### config.mk
export PLATFORM = sky130hd
export DESIGN_NAME = frac_baud_gen
export DESIGN_NICKNAME = d
export VERILOG_FILES = /design/src/rtl/baud_pkg.sv /design/src/rtl/baud_cfg_regs.sv /design/src/rtl/frac_prescaler.sv /design/src/rtl/int_divider.sv /design/src/rtl/os_counter.sv /design/src/rtl/frac_baud_gen.sv
export SDC_FILE = /design/constraint.sdc
export NUM_CORES = 1
export LEC_CHECK = 0
export ABC_AREA = 1
export ABC_CLOCK_PERIOD_IN_PS = 5800
export BUFFER_PORTS_ARGS = -buffer_cell sky130_fd_sc_hd__buf_2
export CORE_UTILIZATION = 35
export DETAILED_ROUTE_END_ITERATION = 8
export GPL_ROUTABILITY_DRIVEN = 0
export GPL_TIMING_DRIVEN = 1
export SETUP_SLACK_MARGIN = 0.3
export SKIP_CTS_REPAIR_TIMING = 1
export SYNTH_ARGS = -nofsm -noshare
export SYNTH_HDL_FRONTEND = slang
export SYNTH_SLANG_ARGS = --single-unit
### constraint.sdc
create_clock -name clk -period 5.8 [get_ports clk]
set_input_delay 0.29 -clock clk [delete_from_list [all_inputs] [get_ports clk]]
set_output_delay 0.29 -clock clk [all_outputs]
set_load 0.03 [all_outputs]
### src/rtl/baud_pkg.sv
package baud_pkg;

    localparam int DIV_W   = 16;
    localparam int PRE_W   = 9;
    localparam int FRAC_W  = 3;
    localparam int TCR_W   = 4;
    localparam int OS_MIN  = 4;
    localparam int OS_MAX  = 16;
    localparam int OS_W    = $clog2(OS_MAX + 1);
    localparam int ADDR_W  = 3;
    localparam int DATA_W  = 8;
    localparam int CFG_W   = 32;
    localparam int PRE_LSB = DIV_W + TCR_W;
    localparam int RSV_LSB = PRE_LSB + PRE_W;
    localparam int PRE_ONE = 1 << FRAC_W;
    localparam logic [PRE_W-1:0] PRE_RESET = PRE_W'(271);

    typedef enum logic [1:0] {
        ST_HALT = 2'd0,
        ST_SYNC = 2'd1,
        ST_RUN  = 2'd2
    } gen_state_t;

    typedef enum logic [ADDR_W-1:0] {
        A_DIV_LO = 3'd0,
        A_DIV_HI = 3'd1,
        A_OS     = 3'd2,
        A_PRE_LO = 3'd3,
        A_PRE_HI = 3'd4,
        A_MODE   = 3'd5
    } reg_addr_t;

    function automatic logic [OS_W-1:0] os_ratio(input logic [TCR_W-1:0] field);
        if (int'(field) < OS_MIN)
            return OS_W'(OS_MAX);
        return OS_W'(field);
    endfunction

    function automatic logic [PRE_W-1:0] pre_step(input logic [PRE_W-1:0] raw,
                                                  input logic active);
        if (!active)
            return PRE_W'(PRE_ONE);
        if (int'(raw) < PRE_ONE)
            return PRE_W'(PRE_ONE);
        return raw;
    endfunction

endpackage

### src/rtl/baud_cfg_regs.sv
module baud_cfg_regs
    import baud_pkg::*;
(
    input  logic              clk,
    input  logic              rst_n,
    input  logic              wr_en,
    input  logic [ADDR_W-1:0] wr_addr,
    input  logic [DATA_W-1:0] wr_data,
    input  logic              cfg_load,
    input  logic [CFG_W-1:0]  cfg_word,
    output logic [DIV_W-1:0]  div_val,
    output logic [TCR_W-1:0]  os_field,
    output logic [PRE_W-1:0]  pre_raw,
    output logic              mode_enh,
    output logic              mode_pre,
    output logic              cfg_chg
);

    logic word_ok;
    assign word_ok = (cfg_word[CFG_W-1:RSV_LSB] == '0);

    always_ff @(posedge clk) begin
        if (!rst_n) begin
            div_val  <= '0;
            os_field <= '0;
            pre_raw  <= PRE_RESET;
            mode_enh <= 1'b0;
            mode_pre <= 1'b0;
            cfg_chg  <= 1'b0;
        end else if (cfg_load) begin
            cfg_chg <= word_ok;
            if (word_ok) begin
                pre_raw  <= cfg_word[RSV_LSB-1:PRE_LSB];
                os_field <= cfg_word[PRE_LSB-1:DIV_W];
                div_val  <= cfg_word[DIV_W-1:0];
                mode_enh <= 1'b1;
                mode_pre <= 1'b1;
            end
        end else if (wr_en) begin
            cfg_chg <= 1'b1;
            case (wr_addr)
                A_DIV_LO: div_val[DATA_W-1:0]       <= wr_data;
                A_DIV_HI: div_val[DIV_W-1:DATA_W]   <= wr_data[DIV_W-DATA_W-1:0];
                A_OS:     os_field                  <= wr_data[TCR_W-1:0];
                A_PRE_LO: pre_raw                   <= {1'b0, wr_data[PRE_W-2:0]};
                A_PRE_HI: pre_raw[PRE_W-1]          <= wr_data[0];
                A_MODE: begin
                    mode_enh <= wr_data[0];
                    mode_pre <= wr_data[1];
                end
                default: cfg_chg <= 1'b0;
            endcase
        end else begin
            cfg_chg <= 1'b0;
        end
    end


    cpr_clears_hi_chk: assert property (@(posedge clk) disable iff (!rst_n)
        (wr_en && !cfg_load && wr_addr == A_PRE_LO) |=> (pre_raw[PRE_W-1] == 1'b0));


    bad_word_ignored_chk: assert property (@(posedge clk) disable iff (!rst_n)
        (cfg_load && cfg_word[CFG_W-1:RSV_LSB] != '0)
            |=> ($stable(div_val) && $stable(pre_raw) && $stable(os_field) && !cfg_chg));

endmodule

### src/rtl/frac_prescaler.sv
module frac_prescaler #(
    parameter int PRE_W  = 9,
    parameter int FRAC_W = 3
) (
    input  logic             clk,
    input  logic             rst_n,
    input  logic             clear,
    input  logic [PRE_W-1:0] p_step,
    output logic             pre_en
);

    localparam int ACC_W = PRE_W + 1;
    localparam logic [ACC_W-1:0] STEP = ACC_W'(1 << FRAC_W);

    logic [ACC_W-1:0] acc;
    logic [ACC_W-1:0] acc_sum;
    logic [ACC_W-1:0] p_ext;

    always_comb begin
        p_ext   = {1'b0, p_step};
        acc_sum = acc + STEP;
    end

    always_ff @(posedge clk) begin
        if (!rst_n || clear) begin
            acc    <= '0;
            pre_en <= 1'b0;
        end else if (acc_sum >= p_ext) begin
            acc    <= acc_sum - p_ext;
            pre_en <= 1'b1;
        end else begin
            acc    <= acc_sum;
            pre_en <= 1'b0;
        end
    end


    acc_bound_chk: assert property (@(posedge clk) disable iff (!rst_n)
        !clear |-> (acc < p_ext));


    step_floor_chk: assert property (@(posedge clk) disable iff (!rst_n)
        p_ext >= STEP);

endmodule

### src/rtl/int_divider.sv
module int_divider #(
    parameter int DIV_W = 16
) (
    input  logic             clk,
    input  logic             rst_n,
    input  logic             clear,
    input  logic             in_en,
    input  logic [DIV_W-1:0] divisor,
    output logic             out_en
);

    logic [DIV_W-1:0] cnt;
    logic             last;

    assign last = (cnt == divisor - DIV_W'(1));

    always_ff @(posedge clk) begin
        if (!rst_n || clear) begin
            cnt    <= '0;
            out_en <= 1'b0;
        end else if (in_en) begin
            cnt    <= last ? '0 : cnt + DIV_W'(1);
            out_en <= last;
        end else begin
            out_en <= 1'b0;
        end
    end


    div_range_chk: assert property (@(posedge clk) disable iff (!rst_n)
        !clear |-> (divisor != '0 && cnt < divisor));

endmodule

### src/rtl/os_counter.sv
module os_counter #(
    parameter int OS_W   = 5,
    parameter int OS_MIN = 4,
    parameter int OS_MAX = 16
) (
    input  logic            clk,
    input  logic            rst_n,
    input  logic            clear,
    input  logic            sample,
    input  logic [OS_W-1:0] ratio,
    output logic            bit_end
);

    logic [OS_W-1:0] cnt;
    logic            wrap;

    assign wrap    = (cnt == ratio - OS_W'(1));
    assign bit_end = sample && wrap;

    always_ff @(posedge clk) begin
        if (!rst_n || clear)
            cnt <= '0;
        else if (sample)
            cnt <= wrap ? '0 : cnt + OS_W'(1);
    end


    os_range_chk: assert property (@(posedge clk) disable iff (!rst_n)
        !clear |-> (cnt < ratio && int'(ratio) >= OS_MIN && int'(ratio) <= OS_MAX));

endmodule

### src/rtl/frac_baud_gen.sv
module frac_baud_gen
    import baud_pkg::*;
(
    input  logic        clk,
    input  logic        rst_n,
    input  logic        wr_en,
    input  logic [2:0]  wr_addr,
    input  logic [7:0]  wr_data,
    input  logic        cfg_load,
    input  logic [31:0] cfg_word,
    output logic        sample_tick,
    output logic        bit_tick
);

    logic [DIV_W-1:0] div_val;
    logic [TCR_W-1:0] os_field;
    logic [PRE_W-1:0] pre_raw;
    logic             mode_enh;
    logic             mode_pre;
    logic             cfg_chg;
    logic [PRE_W-1:0] p_step;
    logic [OS_W-1:0]  ratio;
    logic             ctr_clear;
    logic             pre_en;
    logic             div_en;
    gen_state_t       state;
    gen_state_t       state_nx;

    baud_cfg_regs u_regs (
        .clk      (clk),
        .rst_n    (rst_n),
        .wr_en    (wr_en),
        .wr_addr  (wr_addr),
        .wr_data  (wr_data),
        .cfg_load (cfg_load),
        .cfg_word (cfg_word),
        .div_val  (div_val),
        .os_field (os_field),
        .pre_raw  (pre_raw),
        .mode_enh (mode_enh),
        .mode_pre (mode_pre),
        .cfg_chg  (cfg_chg)
    );

    assign p_step = pre_step(pre_raw, mode_enh && mode_pre);
    assign ratio  = os_ratio(os_field);

    always_comb begin
        state_nx = state;
        if (cfg_chg) begin
            state_nx = ST_SYNC;
        end else begin
            unique case (state)
                ST_HALT: state_nx = ST_HALT;
                ST_SYNC: state_nx = (div_val == '0) ? ST_HALT : ST_RUN;
                ST_RUN:  state_nx = ST_RUN;
                default: state_nx = ST_HALT;
            endcase
        end
    end

    always_ff @(posedge clk) begin
        if (!rst_n)
            state <= ST_HALT;
        else
            state <= state_nx;
    end

    always_comb begin
        unique case (state)
            ST_HALT: ctr_clear = 1'b1;
            ST_SYNC: ctr_clear = 1'b1;
            ST_RUN:  ctr_clear = cfg_chg;
            default: ctr_clear = 1'b1;
        endcase
    end

    frac_prescaler #(.PRE_W(PRE_W), .FRAC_W(FRAC_W)) u_pre (
        .clk    (clk),
        .rst_n  (rst_n),
        .clear  (ctr_clear),
        .p_step (p_step),
        .pre_en (pre_en)
    );

    int_divider #(.DIV_W(DIV_W)) u_div (
        .clk     (clk),
        .rst_n   (rst_n),
        .clear   (ctr_clear),
        .in_en   (pre_en),
        .divisor (div_val),
        .out_en  (div_en)
    );

    os_counter #(.OS_W(OS_W), .OS_MIN(OS_MIN), .OS_MAX(OS_MAX)) u_os (
        .clk     (clk),
        .rst_n   (rst_n),
        .clear   (ctr_clear),
        .sample  (div_en),
        .ratio   (ratio),
        .bit_end (bit_tick)
    );

    assign sample_tick = div_en;


    restart_sync_chk: assert property (@(posedge clk) disable iff (!rst_n)
        cfg_chg |=> (state == ST_SYNC));


    halt_quiet_chk: assert property (@(posedge clk) disable iff (!rst_n)
        (state == ST_HALT) |-> (!sample_tick && !bit_tick));


    bit_with_sample_chk: assert property (@(posedge clk) disable iff (!rst_n)
        bit_tick |-> sample_tick);

endmodule

==> metrics.csv, run 1 <==
stage,metric,value,unit
setup_path,critPathMaxFanout,12,
sta,setup-violations-final,0,
grt,initial_antenna_violation_count,0,
logic_synthesis,synth_sequential_area_ratio,0.302,
outcome,run_status,finished clean,
sta,worst_slew_margin_rel,0.631,
floorplanning,height_of_the_die,115,um
cts,number_of_clock_buffers_inserted_by_tritoncts,9,
logic_synthesis,synth_fp_nets,748,
routing,post_drt_wl_per_cell,12.7,um
setup_path,timing.critical_path.slowest_stage_cell,sky130_fd_sc_hd__dfxtp_1,
routing,post_route_drc_violation_count,0,
sta,max_slew.worst_pin.slew,554,ps
power,total_power_after_layout,1.28,mW
cts,clock-root-buffer,sky130_fd_sc_hd__clkbuf_16,
grt,grt_overflow,0,
setup_path,setup.worst_path.start_class,flop,
routing,routed_via_density,4.80,
sta,totalNegativeSetupSlack,0,ps
flow_run,max-cap-violations,0,
logic_synthesis,yosys_most_used_dff,sky130_fd_sc_hd__dfxtp_1,
sta,fin_crit,2960,ps
grt,grt_usage,0.186,
place,place.port_buffers,48,
grt,vias_in_the_first_global_route,4031,
routing,via_count,4342,
cts,cts_tree,done,
place,area_after_detailed_placement,4820,sq um
sta,final_hold_viol_count,0,
place,numPlacedInstances,888,
cts,cts_buffer_depth,2,
logic_synthesis,yosysTopAreaCell,sky130_fd_sc_hd__dfxtp_1,
layout,layout.cells.non_filler,904,
logic_synthesis,netlist_instances,684,
logic_synthesis,yosysWarningCount,0,
logic_synthesis,yosys-top-cells-area,"sky130_fd_sc_hd__dfxtp_1, sky130_fd_sc_hd__nand2_1, sky130_fd_sc_hd__inv_1, sky130_fd_sc_hd__nor2_1, sky130_fd_sc_hd__xor2_1",
logic_synthesis,postSynthAreaPerCell,6.48,sq um
cts,clock_sinks,67,
routing,detail_route.first_pass.iterations,5,
logic_synthesis,edff_count_synth,0,
layout,post-route-cell-area,5140,sq um
place,place.detailed.hpwl,8.95,mm
setup_path,critPathRequiredTime,6020,ps
floorplanning,initial_utilization,0.365,
layout,flow.area_growth_from_synthesis,16.0,%
setup_path,max_stage_delay,350,ps
sta,setup_repair_after_global_routing_missed_its_margin,false,
cts,cts_htree_levels,3,
logic_synthesis,ys_types,38,
grt,maximum_number_of_pins_on_one_net_before_global_route_repair,33,
logic_synthesis,fraction_of_synthesized_cell_area_taken_by_the_top_area_cell_type,0.302,
cts,clock_pin_slew_on_the_worst_setup_and_hold_paths,60,ps
logic_synthesis,async_reset_ff_frac,0,
routing,detail-route-antenna-nets,0,
floorplanning,fp.dieArea,13100,sq um
setup_path,cp.arrival,3180,ps
setup_path,crit_buf_inv,4,
layout,layout.nets,795,
floorplanning,ios,49,
logic_synthesis,mapped_area,4430,sq um
sta,finClkSkew,9.44,ps
worst_hold_path,worstHoldPathType,in2reg,
setup_path,end_kind,flop,
place,dp_worst_setup_slack,2890,ps
sta,worst_slack_setup_final,2840,ps
power,power_per_cell_area,250,nW/um^2
grt,first_pass_grt_wire_length,19.0,mm
power,static-leakage-power,2.44,nW
sta,period_utilization,0.511,
sta,drv_slew,0,
setup_path,cp_top_family,simple AND/OR/NAND/NOR gates,
floorplanning,placement_rows,40,
layout,antenna-diode-count,0,
logic_synthesis,yosys_register_bits,67,
setup_path,critPathKind,reg2reg,
layout,drive_above_1_share,0.113,
cts,insertion_delay,340,ps
floorplanning,core_region_area,12200,sq um
setup_path,cp_cell_sequence,ha_1 -> nand2_1 -> nor2_1 -> xnor2_1 -> inv_1 -> ha_1 -> inv_2 -> nor3_1 -> inv_1 -> o21ai_1 -> or2_2 -> nand2_1 -> nand2_1 -> clkinv_1 -> nor2_1 -> nor2_1,
sta,max_clock_freq,0.337,GHz
routing,iteration_0_drc_markers,242,
floorplanning,dieWidth,115,um
power,power.ir.vdd_worst,135,uV
routing,wl,11.5,mm
## layout by cell type, fill, tap and decap left out, types with 2 or more instances in the layout
cell type / n
sky130_fd_sc_hd__nor3_1: 7
sky130_fd_sc_hd__a21oi_1: 17
sky130_fd_sc_hd__ha_1: 16
sky130_fd_sc_hd__xnor2_1: 14
sky130_fd_sc_hd__clkinv_1: 2
sky130_fd_sc_hd__nand2_1: 186
sky130_fd_sc_hd__nor2_1: 88
sky130_fd_sc_hd__clkbuf_16: 9
sky130_fd_sc_hd__a211o_1: 3
sky130_fd_sc_hd__bufinv_16: 2
sky130_fd_sc_hd__nand3_1: 26
sky130_fd_sc_hd__nor4_1: 3
sky130_fd_sc_hd__a31oi_1: 28
sky130_fd_sc_hd__o211ai_1: 2
sky130_fd_sc_hd__nand3_2: 2
sky130_fd_sc_hd__inv_1: 94
sky130_fd_sc_hd__nor2_2: 7
sky130_fd_sc_hd__clkbuf_1: 2
sky130_fd_sc_hd__nand3b_1: 6
sky130_fd_sc_hd__nand2_2: 2
sky130_fd_sc_hd__nor2_4: 3
sky130_fd_sc_hd__or2_2: 3
sky130_fd_sc_hd__nand4_1: 6
sky130_fd_sc_hd__a211oi_1: 4
sky130_fd_sc_hd__dfxtp_1: 67
sky130_fd_sc_hd__o21bai_1: 4
sky130_fd_sc_hd__xor2_1: 27
sky130_fd_sc_hd__o21ai_0: 46
sky130_fd_sc_hd__buf_2: 48
## through the flow
| stage | hold WS, ps | util |
|---|---|---|
| 6_report | 225 | 0.423 |
| 3_5_place_dp | 427 | 0.397 |
| 2_1_floorplan | 402 | - |
| 3_3_place_gp | 423 | 0.397 |
| 4_1_cts | 220 | 0.423 |
| 5_1_grt | 233 | 0.423 |
## metal layers
layer | GRT usage | share of wire
met1 | 0.246 | 0.48
met2 | 0.297 | 0.45
met3 | 0.0307 | 0.047
met5 | 0 | 0
met4 | 0.0840 | 0.025
## logic make-up after synthesis
logic type,count (synthesis),share of synthesized area
simple gates,342,0.330
xor+xnor,41,0.0810
buf+inv,109,0.0962
flops,67,0.302
compound gates,108,0.140
fa+ha+maj,17,0.0497
## worst min-delay path: cells and delay by family
family,cells,cell delay [ps]
compound gates,1,80
buf+inv,1,90
simple gates,1,50
## sequential cells by signal (all words and copies together), names as in the netlist
name / cells
u_div.cnt: 16
u_regs.div_val: 16
u_pre.acc: 10
u_regs.pre_raw: 9
u_os.cnt: 5
u_regs.os_field: 4
state: 2
u_div.out_en: 1
u_pre.pre_en: 1
u_regs.cfg_chg: 1
u_regs.mode_enh: 1
u_regs.mode_pre: 1
## cell usage after synthesis, types with 4 or more instances
| cell | count |
|---|---|
| sky130_fd_sc_hd__nand2_1 | 186 |
| sky130_fd_sc_hd__a31oi_1 | 28 |
| sky130_fd_sc_hd__o21ai_0 | 46 |
| sky130_fd_sc_hd__nor2_2 | 7 |
| sky130_fd_sc_hd__nand3_1 | 26 |
| sky130_fd_sc_hd__o21bai_1 | 4 |
| sky130_fd_sc_hd__nor2_1 | 88 |
| sky130_fd_sc_hd__a211oi_1 | 4 |
| sky130_fd_sc_hd__xor2_1 | 27 |
| sky130_fd_sc_hd__inv_1 | 94 |
| sky130_fd_sc_hd__dfxtp_1 | 67 |
| sky130_fd_sc_hd__nand4_1 | 6 |
| sky130_fd_sc_hd__buf_2 | 5 |
| sky130_fd_sc_hd__nand3b_1 | 6 |
| sky130_fd_sc_hd__ha_1 | 16 |
| sky130_fd_sc_hd__nor3_1 | 7 |
| sky130_fd_sc_hd__clkbuf_1 | 5 |
| sky130_fd_sc_hd__a21oi_1 | 17 |
| sky130_fd_sc_hd__xnor2_1 | 14 |
## report_power, final
group          internal (mW)  switching [mW]
sequential             0.473          0.0134
combinational         0.0721           0.128
clock                  0.389           0.208
## final timing paths
check	slack (ps)	from	to	depth (start not counted)
worst max register to register	2840	u_pre.acc[3]$_SDFF_PP0_	u_pre.acc[3]$_SDFF_PP0_	16
worst min-delay path	230	cfg_word[24]	u_regs.pre_raw[4]$_SDFFE_PN0P_	3
worst min register to register	430	u_regs.cfg_chg$_SDFF_PN0_	state[0]$_SDFF_PN0_	2
worst max-delay path	2840	u_pre.acc[3]$_SDFF_PP0_	u_pre.acc[3]$_SDFF_PP0_	16
## layout make-up
cell class	count	area (sq um)
Fill cell	1281	7020
Multi-Input combinational cell	508	2670
Sequential cell	67	1340
Inverter	97	364
Clock buffer	12	246
Timing Repair Buffer	48	240
Tap cell	168	210
Clock inverter	4	73.8
No activity file was read; power rests on OpenSTA's default activity.
==> inputs of run 2 (changes only) <==
--- a/config.mk
+++ b/config.mk
@@ -6,7 +6,7 @@
 export NUM_CORES = 1
 export LEC_CHECK = 0
 export ABC_AREA = 1
-export ABC_CLOCK_PERIOD_IN_PS = 5800
+export ABC_CLOCK_PERIOD_IN_PS = 2600
 export BUFFER_PORTS_ARGS = -buffer_cell sky130_fd_sc_hd__buf_2
 export CORE_UTILIZATION = 35
 export DETAILED_ROUTE_END_ITERATION = 8
==> constraint.sdc (replaced) <==
create_clock -name clk -period 2.6 [get_ports clk]
set_input_delay 0.13 -clock clk [delete_from_list [all_inputs] [get_ports clk]]
set_output_delay 0.13 -clock clk [all_outputs]
set_load 0.03 [all_outputs]
==> metrics.csv, run 2 (same netlist as run 1, synthesis figures left out) <==
stage,metric,value,unit
power,intPower,2.00,mW
cts,clock-root-buffer,sky130_fd_sc_hd__clkbuf_16,
sta,setup_repair_after_global_routing_missed_its_margin,true,
layout,flow.area_growth_from_synthesis,24.7,%
routing,post_drt_wl_per_cell,13.1,um
setup_path,cp.arrival,2620,ps
grt,maximum_number_of_pins_on_one_net_before_global_route_repair,32,
setup_path,reg2reg_depth,16,
power,power_switching_share,0.279,
sta,finClkSkew,7.23,ps
outcome,run_status,finished clean,
routing,post_route_drc_violation_count,0,
power,power_per_cell_area,501,nW/um^2
floorplanning,initial_utilization,0.365,
grt,initial_antenna_violation_count,0,
cts,clock_pin_slew_on_the_worst_setup_and_hold_paths,60,ps
floorplanning,dieWidth,115,um
setup_path,end_kind,flop,
sta,final_hold_viol_count,0,
setup_path,setup.worst_path.start_class,flop,
setup_path,critPathRequiredTime,2830,ps
floorplanning,core_region_area,12200,sq um
place,place.detailed.hpwl,9.07,mm
grt,first_pass_grt_wire_length,19.3,mm
power,clock_power_share,0.438,
grt,vias_in_the_first_global_route,4069,
layout,commonest_non_fill_non_tap_cell_in_the_layout,sky130_fd_sc_hd__nand2_1,
worst_hold_path,worst_hold_launch,cfg_word[25],
sta,worst_slew_margin_rel,0.571,
worst_hold_path,hold_depth,3,
setup_path,regToRegSetupSlack,200,ps
floorplanning,placement_rows,40,
layout,drive_above_1_share,0.211,
sta,drv_slew,0,
routing,detail_route.first_pass.iterations,6,
layout,largest_registers,"u_div.cnt: 16 flops, u_regs.div_val: 16 flops, u_pre.acc: 10 flops",
setup_path,crit-reg2reg-capture,u_pre.acc[1]$_SDFFE_PP0P_,
sta,max_slew.worst_pin.slew,643,ps
power,power.share.sequential,0.394,
cts,insertion_delay,330,ps
sta,max_clock_freq,0.417,GHz
layout,layout.cells.most_common_list,"sky130_fd_sc_hd__nand2_1, sky130_fd_sc_hd__inv_1, sky130_fd_sc_hd__nor2_1, sky130_fd_sc_hd__dfxtp_1, sky130_fd_sc_hd__buf_2",
power,static-leakage-power,2.52,nW
routing,iteration_0_drc_markers,274,
sta,hold_ws,59.8,ps
power,share_comb_of_total_power,0.169,
floorplanning,height_of_the_die,115,um
place,place.port_buffers,48,
setup_path,max_stage_delay,350,ps
power,total_power_after_layout,2.77,mW
cts,cts_tree,done,
setup_path,cp_cell_sequence,ha_4 -> nand2_2 -> nor2_4 -> xnor2_1 -> inv_1 -> ha_4 -> inv_4 -> nor3_2 -> inv_1 -> nor4_2 -> or2_4 -> nand2_4 -> nand2_8 -> clkinv_8 -> nor2_2 -> nor2_1,
sta,fin_crit,2400,ps
routing,detail-route-antenna-nets,0,
sta,worst_slack_setup_final,200,ps
place,dp_worst_setup_slack,-13.3,ps
power,power.net_switching,0.774,mW
setup_path,ff_to_ff_start,u_pre.acc[4]$_SDFF_PP0_,
routing,via_count,4462,
cts,cts_htree_levels,3,
layout,layout.nets,809,
floorplanning,ios,49,
power,power.ir.vdd_worst,315,uV
layout,post-route-cell-area,5530,sq um
flow_run,max-cap-violations,0,
layout,antenna-diode-count,0,
grt,grt_overflow,0,
floorplanning,fp.dieArea,13100,sq um
layout,fillerInstances,1244,
sta,setup-violations-final,0,
cts,cts_buffer_depth,2,
cts,number_of_clock_buffers_inserted_by_tritoncts,9,
setup_path,critPathKind,reg2reg,
grt,grt_usage,0.189,
cts,clock_sinks,67,
routing,routed_via_density,4.86,
setup_path,critPathMaxFanout,7,
sta,period_utilization,0.923,
layout,layout.core_utilization,0.455,
routing,wl,12.0,mm
setup_path,timing.critical_path.slowest_stage_cell,sky130_fd_sc_hd__dfxtp_2,
place,area_after_detailed_placement,4870,sq um
worst_hold_path,worstHoldPathType,in2reg,
worst_hold_path,worst_hold_path.endpoint,u_regs.pre_raw[5]$_SDFFE_PN0P_,
## run 2: cell count changes in the layout (fill, tap and decap cells not counted), sizes merged
| cell | delta |
|---|---|
| buf | +12 |
| bufinv | -1 |
| clkinv | -1 |
| clkinvlp | +2 |
| inv | +1 |
| nand2 | +1 |
## run 2: layout make-up
cell class | count | area, sq um | area share
Timing Repair Buffer | 60 | 337 | 0.0609
Timing Repair inverter | 1 | 8.76 | 0.00158
Inverter | 97 | 379 | 0.0686
Tap cell | 168 | 210 | 0.0380
Sequential cell | 67 | 1370 | 0.247
Clock inverter | 4 | 50.0 | 0.00905
Multi-Input combinational cell | 509 | 2930 | 0.531
Clock buffer | 12 | 246 | 0.0446
## run 2: through the flow
stage	setup TNS, ps	cells
final	0	918
after floorplan	0	684
after CTS	-236	907
after global placement	0	891
after global routing	0	918
after detailed placement	-24.0	891
## run 2: power groups by stage
stage	registers, mW	clock network, mW	logic, mW
floorplan	1.10	0	0.331
finish	1.09	1.21	0.467
global route	1.09	1.29	0.536
detailed placement	1.11	0	0.447
CTS	1.09	1.23	0.451
global placement	1.11	0	0.440
## run 2: worst max-delay path by stage
| stage | from | end | slack (ps) | cells after the start |
|---|---|---|---|---|
| 2_1_floorplan | u_regs.mode_enh$_SDFFE_PN0P_ | u_pre.acc[1]$_SDFFE_PP0P_ | 260 | 16 |
| 3_3_place_gp | u_regs.pre_raw[8]$_SDFFE_PN1P_ | u_pre.acc[6]$_SDFF_PP0_ | 30 | 16 |
| 3_5_place_dp | u_regs.pre_raw[8]$_SDFFE_PN1P_ | u_pre.acc[3]$_SDFF_PP0_ | -10 | 16 |
| 4_1_cts | u_pre.acc[3]$_SDFF_PP0_ | u_pre.acc[2]$_SDFFE_PP0P_ | -50 | 16 |
| 5_1_grt | u_regs.pre_raw[8]$_SDFFE_PN1P_ | u_pre.acc[5]$_SDFF_PP0_ | 60 | 16 |
| 6_report | u_pre.acc[4]$_SDFF_PP0_ | u_pre.acc[1]$_SDFFE_PP0P_ | 200 | 16 |
## run 2: critical path: cells and delay by family, from the launching register on
family | cells | cell delay (ps)
AND/OR/NAND/NOR | 9 | 1030
flip-flops | 1 | 350
XOR/XNOR | 1 | 130
buffers and inverters | 4 | 330
adder cells (fa/ha/maj) | 2 | 440
## run 2: layer usage
layer	share of wire	wire length, um	global-route usage
met1	0.46	5560	0.249
met2	0.46	5570	0.296
met3	0.043	520	0.0418
met5	0	0	0
met4	0.028	331	0.0840
